### src/rtl/hseq_pkg.sv
package hseq_pkg;
  localparam int BYTE_W = 8;

  localparam logic [BYTE_W-1:0] OP_MODE    = 8'h03;
  localparam logic [BYTE_W-1:0] OP_SENSE   = 8'h04;
  localparam logic [BYTE_W-1:0] OP_WRITE   = 8'h05;
  localparam logic [BYTE_W-1:0] OP_READ    = 8'h06;
  localparam logic [BYTE_W-1:0] BAD_OP_RES = 8'h80;

  typedef enum logic [2:0] {
    S_CMD, S_CMD_GAP, S_EXEC, S_RES, S_RES_GAP
  } phase_e;

  typedef struct packed {
    logic       valid;
    logic [1:0] nParams;
    logic       hasExec;
    logic [1:0] resLen;
    logic       isMode;
    logic       isSense;
  } cmd_info_t;

  // control -> datapath strobes
  typedef struct packed {
    logic capByte;
    logic cmdDone;
    logic decRem;
    logic resAdv;
  } strobe_t;

  function automatic cmd_info_t decodeOp(input logic [BYTE_W-1:0] op);
    cmd_info_t d;
    d = '0;
    case (op)
      OP_MODE:  begin d.valid = 1'b1; d.nParams = 2'd2; d.isMode = 1'b1; end
      OP_SENSE: begin d.valid = 1'b1; d.resLen = 2'd2; d.isSense = 1'b1; end
      OP_WRITE: begin d.valid = 1'b1; d.nParams = 2'd2; d.hasExec = 1'b1; end
      OP_READ:  begin d.valid = 1'b1; d.nParams = 2'd2; d.hasExec = 1'b1; d.resLen = 2'd3; end
      default:  begin d.resLen = 2'd1; end
    endcase
    return d;
  endfunction
endpackage

### src/rtl/hseq_dpath.sv
module hseq_dpath
  import hseq_pkg::*;
(
  input  logic              clk,
  input  logic              rstN,
  input  strobe_t           stb,
  input  logic [BYTE_W-1:0] wrData,
  output logic              allIn,
  output logic              execNeeded,
  output logic              hasResult,
  output logic              remLast,
  output logic              resDone,
  output logic              nonDma,
  output logic              cmdStarted,
  output logic [BYTE_W-1:0] resByte
);
  localparam int IDX_W = 2;

  logic [BYTE_W-1:0] opcodeQ, param1Q, param2Q, remQ;
  logic [IDX_W-1:0]  byteIdxQ, resIdxQ;
  logic              nonDmaQ;
  cmd_info_t         info;

  assign info = decodeOp(opcodeQ);

  always_ff @(posedge clk) begin
    if (!rstN) begin
      opcodeQ  <= '0;
      param1Q  <= '0;
      param2Q  <= '0;
      remQ     <= '0;
      byteIdxQ <= '0;
      resIdxQ  <= '0;
      nonDmaQ  <= 1'b1;
    end else begin
      if (stb.capByte) begin
        byteIdxQ <= byteIdxQ + 1'b1;
        case (byteIdxQ)
          2'd0: begin opcodeQ <= wrData; param1Q <= '0; param2Q <= '0; end
          2'd1: param1Q <= wrData;
          default: param2Q <= wrData;
        endcase
      end
      if (stb.cmdDone) begin
        byteIdxQ <= '0;
        resIdxQ  <= '0;
        remQ     <= param2Q;
        if (info.isMode) nonDmaQ <= param2Q[0];
      end
      if (stb.decRem) remQ    <= remQ - 1'b1;
      if (stb.resAdv) resIdxQ <= resIdxQ + 1'b1;
    end
  end

  assign allIn      = byteIdxQ == (info.nParams + 2'd1);
  assign execNeeded = info.hasExec && (param2Q != '0);
  assign hasResult  = info.resLen != 2'd0;
  assign remLast    = remQ == BYTE_W'(1);
  assign resDone    = resIdxQ == info.resLen;
  assign nonDma     = nonDmaQ;
  assign cmdStarted = byteIdxQ != '0;

  always_comb begin
    case (resIdxQ)
      2'd0:    resByte = info.valid ? opcodeQ : BAD_OP_RES;
      2'd1:    resByte = info.isSense ? {{(BYTE_W-1){1'b0}}, nonDmaQ} : param1Q;
      default: resByte = param2Q;
    endcase
  end
endmodule

### src/rtl/hseq_ctrl.sv
module hseq_ctrl
  import hseq_pkg::*;
(
  input  logic    clk,
  input  logic    rstN,
  input  logic    hostWrEn,
  input  logic    hostRdEn,
  input  logic    xferAck,
  input  logic    allIn,
  input  logic    execNeeded,
  input  logic    hasResult,
  input  logic    remLast,
  input  logic    resDone,
  input  logic    nonDma,
  input  logic    cmdStarted,
  output strobe_t stb,
  output logic    rdValid,
  output logic [BYTE_W-1:0] statusOut,
  output logic    irqOut,
  output logic    dmaReqOut
);
  phase_e state, nextState;
  logic rqm, dio, exe, busy;

  always_ff @(posedge clk) begin
    if (!rstN) state <= S_CMD;
    else       state <= nextState;
  end

  always_comb begin
    nextState = state;
    stb       = '0;
    case (state)
      S_CMD: if (hostWrEn) begin
        stb.capByte = 1'b1;
        nextState   = S_CMD_GAP;
      end
      S_CMD_GAP: if (!allIn) nextState = S_CMD;
      else begin
        stb.cmdDone = 1'b1;
        if (execNeeded)     nextState = S_EXEC;
        else if (hasResult) nextState = S_RES;
        else                nextState = S_CMD;
      end
      S_EXEC: if (xferAck) begin
        stb.decRem = 1'b1;
        if (remLast) nextState = hasResult ? S_RES : S_CMD;
      end
      S_RES: if (hostRdEn) begin
        stb.resAdv = 1'b1;
        nextState  = S_RES_GAP;
      end
      S_RES_GAP: nextState = resDone ? S_CMD : S_RES;
      default:   nextState = S_CMD;
    endcase
  end

  assign rqm       = (state == S_CMD) || (state == S_RES);
  assign dio       = (state == S_RES) || (state == S_RES_GAP);
  assign exe       = state == S_EXEC;
  assign busy      = !((state == S_CMD) && !cmdStarted);
  assign rdValid   = state == S_RES;
  assign statusOut = {rqm, dio, exe, busy, 4'b0000};
  assign irqOut    = exe && nonDma;
  assign dmaReqOut = exe && !nonDma;
endmodule

### src/rtl/host_cmd_sequencer.sv
module host_cmd_sequencer
  import hseq_pkg::*;
(
  input  logic              clk,
  input  logic              rstN,
  input  logic              hostWrEn,
  input  logic [BYTE_W-1:0] hostWrData,
  input  logic              hostRdEn,
  output logic [BYTE_W-1:0] hostRdData,
  output logic [BYTE_W-1:0] statusOut,
  output logic              irqOut,
  output logic              dmaReqOut,
  input  logic              xferAck
);
  strobe_t           stb;
  logic              allIn, execNeeded, hasResult, remLast, resDone, nonDma, cmdStarted, rdValid;
  logic [BYTE_W-1:0] resByte;

  hseq_ctrl u_ctrl (
    .clk(clk), .rstN(rstN), .hostWrEn(hostWrEn), .hostRdEn(hostRdEn), .xferAck(xferAck),
    .allIn(allIn), .execNeeded(execNeeded), .hasResult(hasResult), .remLast(remLast),
    .resDone(resDone), .nonDma(nonDma), .cmdStarted(cmdStarted), .stb(stb),
    .rdValid(rdValid), .statusOut(statusOut), .irqOut(irqOut), .dmaReqOut(dmaReqOut)
  );

  hseq_dpath u_dpath (
    .clk(clk), .rstN(rstN), .stb(stb), .wrData(hostWrData),
    .allIn(allIn), .execNeeded(execNeeded), .hasResult(hasResult), .remLast(remLast),
    .resDone(resDone), .nonDma(nonDma), .cmdStarted(cmdStarted), .resByte(resByte)
  );

  assign hostRdData = rdValid ? resByte : '0;
endmodule

### config.mk
export PLATFORM = sky130hd
export DESIGN_NAME = host_cmd_sequencer
export DESIGN_NICKNAME = d
export VERILOG_FILES = /design/src/rtl/hseq_pkg.sv /design/src/rtl/hseq_dpath.sv /design/src/rtl/hseq_ctrl.sv /design/src/rtl/host_cmd_sequencer.sv
export SDC_FILE = /design/constraint.sdc
export NUM_CORES = 1
export LEC_CHECK = 0
export ABC_CLOCK_PERIOD_IN_PS = 3700
export BUFFER_PORTS_ARGS = -buffer_cell sky130_fd_sc_hd__buf_2
export CORE_MARGIN = 1
export CORE_UTILIZATION = 54
export CTS_CLUSTER_SIZE = 12
export DETAILED_ROUTE_END_ITERATION = 10
export PLACE_DENSITY = 0.75
export SYNTH_ARGS = -nofsm -noshare
export SYNTH_HDL_FRONTEND = slang
export SYNTH_SLANG_ARGS = --single-unit
### constraint.sdc
create_clock -name clk -period 3.7 [get_ports clk]
set_input_delay 1.11 -clock clk [delete_from_list [all_inputs] [get_ports clk]]
set_output_delay 1.11 -clock clk [all_outputs]
set_load 0.05 [all_outputs]
== Word-level counts from Yosys, hierarchy flattened ==
Index checks and enable logic that the tools add are counted.

* Register bits after elaboration: 40
* Input port bits: 13
* Output and inout port bits: 18

* $add $sub $neg: 4
* Eq/ne operators: 17
* Multiplexer cells: 33
* Bitwise logic cells: 2
* Reduce and logical (&&, ||, !) cells: 28

{| class="wikitable"
|+ Operator list
! cell !! number
|-
| $pmux W8 S2 || 3
|-
| $mux W8 || 5
|-
| $eq A8 B3 Y1 const B || 3
|-
| $mux W3 || 6
|-
| $pmux W3 S5 || 1
|-
| $mux W1 || 12
|-
| $mux W2 || 5
|-
| $reduce_bool A2 Y1 || 5
|-
| $eq A8 B1 Y1 const B || 1
|-
| $eq A8 B2 Y1 const B || 1
|-
| $ne A2 B2 Y1 const B || 4
|-
| $reduce_and A2 Y1 || 4
|-
| $reduce_bool A8 Y1 || 1
|-
| $sub A8 B1 Y8 const B || 1
|-
| $add A2 B1 Y2 const B || 3
|-
| $eq A3 B2 Y1 const B || 2
|-
| $pmux W2 S3 || 1
|-
| $reduce_or A2 Y1 || 3
|-
| $eq A2 B1 Y1 const B || 2
|-
| $eq A2 B2 Y1 || 2
|-
| $logic_and A1 B1 Y1 || 4
|-
| $logic_not A2 Y1 || 2
|-
| $reduce_and A4 Y1 || 1
|-
| $reduce_or A4 Y1 || 1
|-
| 7 further kinds || 11
|}

== Logic depth before layout (Yosys ltp) ==
Gate-level depths: netlist of run 1.

* Word-level depth: 9
* Depth in mapped cells: 8
* Depth with buffers taken out: 7

== Modules after synthesis ==
From an unflattened synthesis of run 1, not the netlist that was laid out.

* Cell total of the unflattened synthesis: 307
* Area, all modules: 2522.4 sq um

{| class="wikitable"
|+ By module, submodules not included
! module !! instances !! cells each !! area an instance (sq um) !! seq. area each (sq um)
|-
| hseq_dpath || 1 || 248 || 2057.0 || 740.7
|-
| hseq_ctrl || 1 || 51 || 415.4 || 60.1
|-
| host_cmd_sequencer || 1 || 8 || 50.0 || 0.0
|}

== Least setup slack after synthesis of run 1 ==
No wires, ideal clock.

* Path type: register to output
* Start: register u_dpath.opcodeQ[3]
* End: output hostRdData[0]
* Arrival: 2.217 ns
* Path slack: 0.373 ns
* Stages on the path, launching flop included: 6
* Cells stage by stage: dfxtp_1 > or4_4 > nor4_1 > mux2_2 > a22oi_1 > a21oi_1

* Longest elaborated chain between the ends: 6
* Elaborated cells between the ends (all ways): 11
* Classes of those cells: 4 x eq/ne; 6 x mux; 1 x reduce/logical

{| class="wikitable"
|+ RTL lines
! item !! RTL line !! RTL
|-
| start, declared || hseq_dpath.sv:19 || <nowiki>logic [BYTE_W-1:0] opcodeQ, param1Q, param2Q, remQ;</nowiki>
|-
| start signal, assigned || hseq_dpath.sv:28 || <nowiki>opcodeQ <= '0;</nowiki>
|-
| start signal, assigned || hseq_dpath.sv:39 || <nowiki>2'd0: begin opcodeQ <= wrData; param1Q <= '0; param2Q <= '0; end</nowiki>
|-
| $eq A8 B2 Y1 / $eq A8 B3 Y1 (equally long branches) || hseq_pkg.sv:34 || <nowiki>case (op)</nowiki>
|-
| $reduce_or A4 Y1 (no line) || - ||
|-
| $mux W1 || hseq_pkg.sv:34 ||
|-
| $mux W8 || hseq_dpath.sv:65 || <nowiki>2'd0: resByte = info.valid ? opcodeQ : BAD_OP_RES;</nowiki>
|-
| $pmux W8 S2 * || hseq_dpath.sv:64 || <nowiki>case (resIdxQ)</nowiki>
|-
| $mux W8 * || host_cmd_sequencer.sv:32 || <nowiki>assign hostRdData = rdValid ? resByte : '0;</nowiki>
|-
| end, declared || host_cmd_sequencer.sv:9 || <nowiki>output logic [BYTE_W-1:0] hostRdData,</nowiki>
|}

Every way passes the cells marked *; elsewhere a longest branch is shown, timed or not.

== Worst setup path in the final report of run 1 ==
Ends and elaborated chain as after synthesis.

==> out/metrics.cfg, run 1 <==
[critical_path]
regToRegEndpoint = u_dpath.remQ[6]$_SDFFE_PN0P_
startpoint_type = register
cp_max_fo = 2
end_kind = output port
reg2reg_setup_slack_ns = 1.42
required_ns = 2.59
worstSetupPathType = register to output port
ff2ff_path_depth = 5
reg2reg_from = u_dpath.opcodeQ[3]$_SDFFE_PN0P_
crit_arrival_ns = 2.40

[hold_path]
whs_endpoint = u_dpath.opcodeQ[6]$_SDFFE_PN0P_
hold_path.startpoint = u_dpath.opcodeQ[6]$_SDFFE_PN0P_
hold_depth = 2
min_path_type = register to register

[clock_network]
clkTransAtPathRegs_ns = 0.07
postCtsHoldBufs = 0
h-tree-depth = 2
cts_tree = done
clock_path_buffers = 2
clk_latency_ns = 0.29
root_buffer = clkbuf_8
cts_resized = 0
cts.sinks = 40
cts_buffers = 5
postCtsSetupRepairBufs = 0

[logic_synthesis]
ys_top_cells_by_count = 47 x nand2_1, 40 x dfxtp_1, 29 x nor2_1, 27 x a21oi_1, 13 x a22oi_1
synthSimpleGateAreaFrac = 0.2979
synthFlopType = dfxtp_1
synthArstFlopShare = 0
synth_cells = 305
yosys_warnings = 0
ys_types = 52
synth_mux_area_frac = 0.009043
synth_top_family_by_area = simple AND/OR/NAND/NOR gates
ys_seq_elements = 40
synth_compound_area_frac = 0.2085
avgSynthCellArea_um2 = 7.712
yosysTopAreaCell = dfxtp_1
synth_top_cell_area_share = 0.3404
ys_top_cells_by_area = dfxtp_1 34%, nand2_1 7.5%, a21oi_1 5.7%, nor2_1 4.6%, a22oi_1 4.1%
synth_fa_ha_area_frac = 0.03191
synthesis.area_mm2 = 0.002352
synth_edf_count = 0
yosysSeqAreaShare = 0.3404
synthXorXnorAreaFrac = 0.02606
yosysMostFrequentCell = nand2_1

[timing]
setup_violations = 0
worstMarginPinSlew_ns = 0.7312
hold_violations = 0
setup-tns-final_ns = 0
slew_headroom = 0.5125
fin_worst_skew_ns = 0.008418
slew_viol_final = 0
whs_ns = 0.4663
timing.final.crit_period_ns = 3.512
rsz0062_at_grt = no
fmaxAchievable_mhz = 284.8
fin_crit_sh = 0.9491

[pwr]
ir_worst_vdd_v = 0.0002736
power_density_mw_per_mm2 = 432.4
leakagePower_nw = 0.9579
clock_power_share = 0.258
p_comb_frac = 0.279
p_sw_uw = 385.0
seq_power_share = 0.464
switching_share = 0.3558
p_int_uw = 697.0

[routing]
drc = 0
dr_total_vias = 2155
first_pass_iters = 4
ant_nets = 0
via_per_inst = 5.872
wl_per_cell_um = 15.01
wl_mm = 5.508
drt_iter0_drc = 253

[global_routing]
overflow = 0
grt_use_met3 = 0.05167
grt_antenna_before_repair = 0
grt_max_degree = 27
grtUsageMet1 = 0.3509
grt_first_pass_wirelength_mm = 8.921
met2_usage = 0.4093
grt_use_total = 0.2561
first_global_vias = 1923
busiest_layer = met2

[floorplan]
start_util = 0.5756
die_h_um = 68
num_rows = 23
dieWidth_um = 68
die_area_mm2 = 0.004624
coreArea_mm2 = 0.004086
ios = 31

[final_layout]
antennaDiodeCount = 0
final_util = 0.6124
drive_above_1_share = 0.1388
final_nets = 336
instances_no_fill = 367
area_growth_pct = 6.383

[run]
maxCapViolCount = 0

[outcome]
outcome = completed

[place]
place_congestion = 0.8387
port_buffers = 26
hpwl_mm = 3.895
placed_cells = 360

-- power groups by stage --
stage / clock [mW] / combinational, mW / sequential, mW
final: 0.279 / 0.302 / 0.502
after global routing: 0.302 / 0.333 / 0.506
after CTS: 0.287 / 0.300 / 0.501
after detailed placement: 0 / 0.297 / 0.511
after global placement: 0 / 0.294 / 0.511
after floorplan: 0 / 0.268 / 0.494
-- cells by family after synthesis --
kind of cell	count (synthesis)
flops	40
compound gates	75
simple gates	136
mux	2
xor+xnor	7
buf+inv	38
other cells	1
fa+ha+maj	6
-- critical path, cell delays in order, from the launching register on --
cell,delay (ns)
dfxtp_1,0.32
or4_4,0.55
nor4_1,0.36
mux2_2,0.39
a22oi_1,0.17
a21oi_1,0.10
buf_2,0.22
-- stage by stage --
step	power [mW]	worst slack (ns)	cell area (um^2)
after floorplan	0.7615	0.3730	2364
after global placement	0.8043	0.5136	2421
after detailed placement	0.8078	0.5355	2421
after CTS	1.088	0.1957	2502
after global routing	1.141	0.1064	2502
final	1.082	0.1884	2502
-- final cells by class --
class / count / area (um^2)
clock inverters: 2 / 12.51
multi-input cells: 230 / 1364
repair buffers: 29 / 152.6
clock buffers: 5 / 68.82
fillers: 389 / 1584
flip-flops and latches: 40 / 800.8
well taps: 50 / 62.56
inverters: 11 / 41.29
-- registers in the layout, indices dropped and copies added (netlist names) --
register / cells
u_ctrl.state: 3
u_dpath.byteIdxQ: 2
u_dpath.nonDma: 1
u_dpath.opcodeQ: 8
u_dpath.param1Q: 8
u_dpath.param2Q: 8
u_dpath.remQ: 8
u_dpath.resIdxQ: 2
-- metal layers --
metal	wire, um	vias up
met5	0	-
met4	53	0
met3	301	8
met2	2456	61
met1	2696	990
li1	-	1096
-- layout by cell type, fill, tap and decap left out, drive strengths merged, types with 3 or more instances in the layout --
cell type  instances
o21ai              9
nand3              5
or3                3
nor2              30
o21a               5
nand2             47
a41oi              3
a22oi             13
nor3              11
nor4               5
nand3b            11
or4                4
buf               29
xnor2              5
ha                 6
a31oi              4
dfxtp             40
inv               11
clkbuf             5
nand2b             4
conb               4
a21oi             28
o31a               3
-- worst max-delay path by stage --
| stage | startpoint | end |
|---|---|---|
| floorplan | u_dpath.opcodeQ[3]$_SDFFE_PN0P_ | hostRdData[0] |
| finish | u_dpath.opcodeQ[3]$_SDFFE_PN0P_ | hostRdData[0] |
| detailed placement | u_dpath.opcodeQ[3]$_SDFFE_PN0P_ | hostRdData[0] |
| global placement | u_dpath.opcodeQ[3]$_SDFFE_PN0P_ | hostRdData[0] |
| CTS | u_dpath.opcodeQ[3]$_SDFFE_PN0P_ | hostRdData[0] |
| global route | u_dpath.opcodeQ[3]$_SDFFE_PN0P_ | hostRdData[0] |
No activity file was read; power rests on OpenSTA's default activity.
==> inputs of run 2 (changes only) <==
--- a/config.mk
+++ b/config.mk
@@ -12,6 +12,8 @@
 export CTS_CLUSTER_SIZE = 12
 export DETAILED_ROUTE_END_ITERATION = 10
 export PLACE_DENSITY = 0.75
+export RECOVER_POWER = 50
+export SETUP_SLACK_MARGIN = 0.02
 export SYNTH_ARGS = -nofsm -noshare
 export SYNTH_HDL_FRONTEND = slang
 export SYNTH_SLANG_ARGS = --single-unit
==> run 2 against run 1 <==
Fmax fell by 0.13%. Via count about the same. Die area unchanged. Register-to-register slack got worse by 0.02 ns. Global-route usage stayed put. Sequential power barely moved. First-iteration DRC count fell by 1.6%. Utilization shrank 0.12 points. Design area decreased by 0.20%. Sequential cell count stayed put. Critical path depth unchanged. Clock power about the same. Largest cell class unchanged.
==> out/metrics.cfg, run 2 (same netlist as run 1, synthesis figures left out) <==
[outcome]
outcome = completed

[final_layout]
finish.instance_area_mm2 = 0.002497
area_growth_pct = 6.170
final_common_cell = nand2_1
drive_above_1_share = 0.1325
final_nets = 336
antennaDiodeCount = 0
fillerInstances = 391
final_cell_mix = 47 x nand2_1, 40 x dfxtp_1, 29 x nor2_1
final_util = 0.6111

[place]
port_buffers = 26
hpwl_mm = 3.895
place_congestion = 0.8387
dpl_cell_area_mm2 = 0.002421

[clock_network]
cts_resized = 0
clk_latency_ns = 0.29
h-tree-depth = 2
cts.sinks = 40
clkTransAtPathRegs_ns = 0.07
postCtsHoldBufs = 0
postCtsSetupRepairBufs = 0
cts_buffers = 5
clock_path_buffers = 2
cts_tree = done
root_buffer = clkbuf_8

[timing]
slew_viol_final = 0
setup_violations = 0
hold_violations = 0
fin_crit_sh = 0.9503
slew_headroom = 0.2634
timing.final.crit_period_ns = 3.516
fmaxAchievable_mhz = 284.4
worstMarginPinSlew_ns = 1.105
fin_worst_skew_ns = 0.007921
rsz0062_at_grt = no
setup-tns-final_ns = 0

[routing]
drt_iter0_drc = 249
wl_per_cell_um = 14.94
drc = 0
ant_nets = 0
wl_mm = 5.483
via_per_inst = 5.866
first_pass_iters = 4
dr_total_vias = 2153

[pwr]
leakagePower_nw = 0.9503
power_density_mw_per_mm2 = 432.8
p_sw_uw = 384.5
power_mw = 1.081
p_int_uw = 696.4
p_comb_frac = 0.278
clock_power_share = 0.258
seq_power_share = 0.464
switching_share = 0.3557
ir_worst_vdd_v = 0.0002751

[critical_path]
cp_max_fo = 2
crit_arrival_ns = 2.41
required_ns = 2.59
startpoint_type = register
worstSetupPathType = register to output port
end_kind = output port

[floorplan]
ios = 31
die_h_um = 68
coreArea_mm2 = 0.004086
num_rows = 23
dieWidth_um = 68
start_util = 0.5756
die_area_mm2 = 0.004624

[run]
maxCapViolCount = 0

[global_routing]
grt_first_pass_wirelength_mm = 8.921
first_global_vias = 1923
grt_use_total = 0.2561
overflow = 0
grt_antenna_before_repair = 0
grt_max_degree = 27

[hold_path]
min_path_type = register to register

==> run 2: cell types whose count changed in the layout (fill, tap and decap cells not counted) <==
cell      previous run  this run
buf_2               26        25
buf_4                3         2
clkbuf_1             0         2
o311ai_0             0         1
o311ai_1             1         0
==> run 2: worst max-delay path, stage by stage, from the launching register on <==
cell	delay, ns
dfxtp_1	0.32
or4_4	0.56
nor4_1	0.36
mux2_2	0.39
a22oi_1	0.17
a21oi_1	0.10
buf_2	0.22
==> run 2: final timing paths <==
kind                                                 startpoint                              end  slack (ns)  cells after the start
worst min-delay path            u_dpath.opcodeQ[6]$_SDFFE_PN0P_  u_dpath.opcodeQ[6]$_SDFFE_PN0P_        0.47                      2
worst min register to register  u_dpath.opcodeQ[6]$_SDFFE_PN0P_  u_dpath.opcodeQ[6]$_SDFFE_PN0P_        0.47                      2
worst max-delay path            u_dpath.opcodeQ[3]$_SDFFE_PN0P_                    hostRdData[0]        0.18                      6
worst max register to register  u_dpath.opcodeQ[3]$_SDFFE_PN0P_     u_dpath.remQ[4]$_SDFFE_PN0P_        1.40                      5
==> run 2: routing by layer <==
metal / part of all wire / up-vias / GRT usage
li1: - / 1094 / -
met1: 0.48 / 988 / 0.3509
met2: 0.45 / 63 / 0.4093
met3: 0.063 / 8 / 0.05167
met4: 0.0097 / 0 / 0.05990
met5: 0 / - / 0
==> run 2: power by group through the flow <==
stage | Clock [mW] | Sequential (mW) | Combinational, mW
final | 0.279 | 0.501 | 0.300
after global routing | 0.302 | 0.506 | 0.332
after CTS | 0.287 | 0.501 | 0.300
after detailed placement | 0 | 0.511 | 0.297
after global placement | 0 | 0.511 | 0.294
after floorplan | 0 | 0.494 | 0.268
==> run 2: per-stage QoR <==
stage / hold WS [ns] / cells / worst slack, ns
3_3_place_gp: 0.4497 / 360 / 0.5136
3_5_place_dp: 0.4562 / 360 / 0.5355
6_report: 0.4665 / 367 / 0.1840
2_1_floorplan: 0.4356 / 308 / 0.3730
5_1_grt: 0.4794 / 367 / 0.1064
4_1_cts: 0.4673 / 367 / 0.1957
==> run 2: final cells by class <==
class | count | area (um^2) | share of cell area
Clock buffer | 5 | 68.82 | 0.02756
Multi-Input combinational cell | 230 | 1364 | 0.5461
Sequential cell | 40 | 800.8 | 0.3206
Timing Repair Buffer | 29 | 147.6 | 0.05912
Inverter | 11 | 41.29 | 0.01653
Clock inverter | 2 | 12.51 | 0.005010
Tap cell | 50 | 62.56 | 0.02505
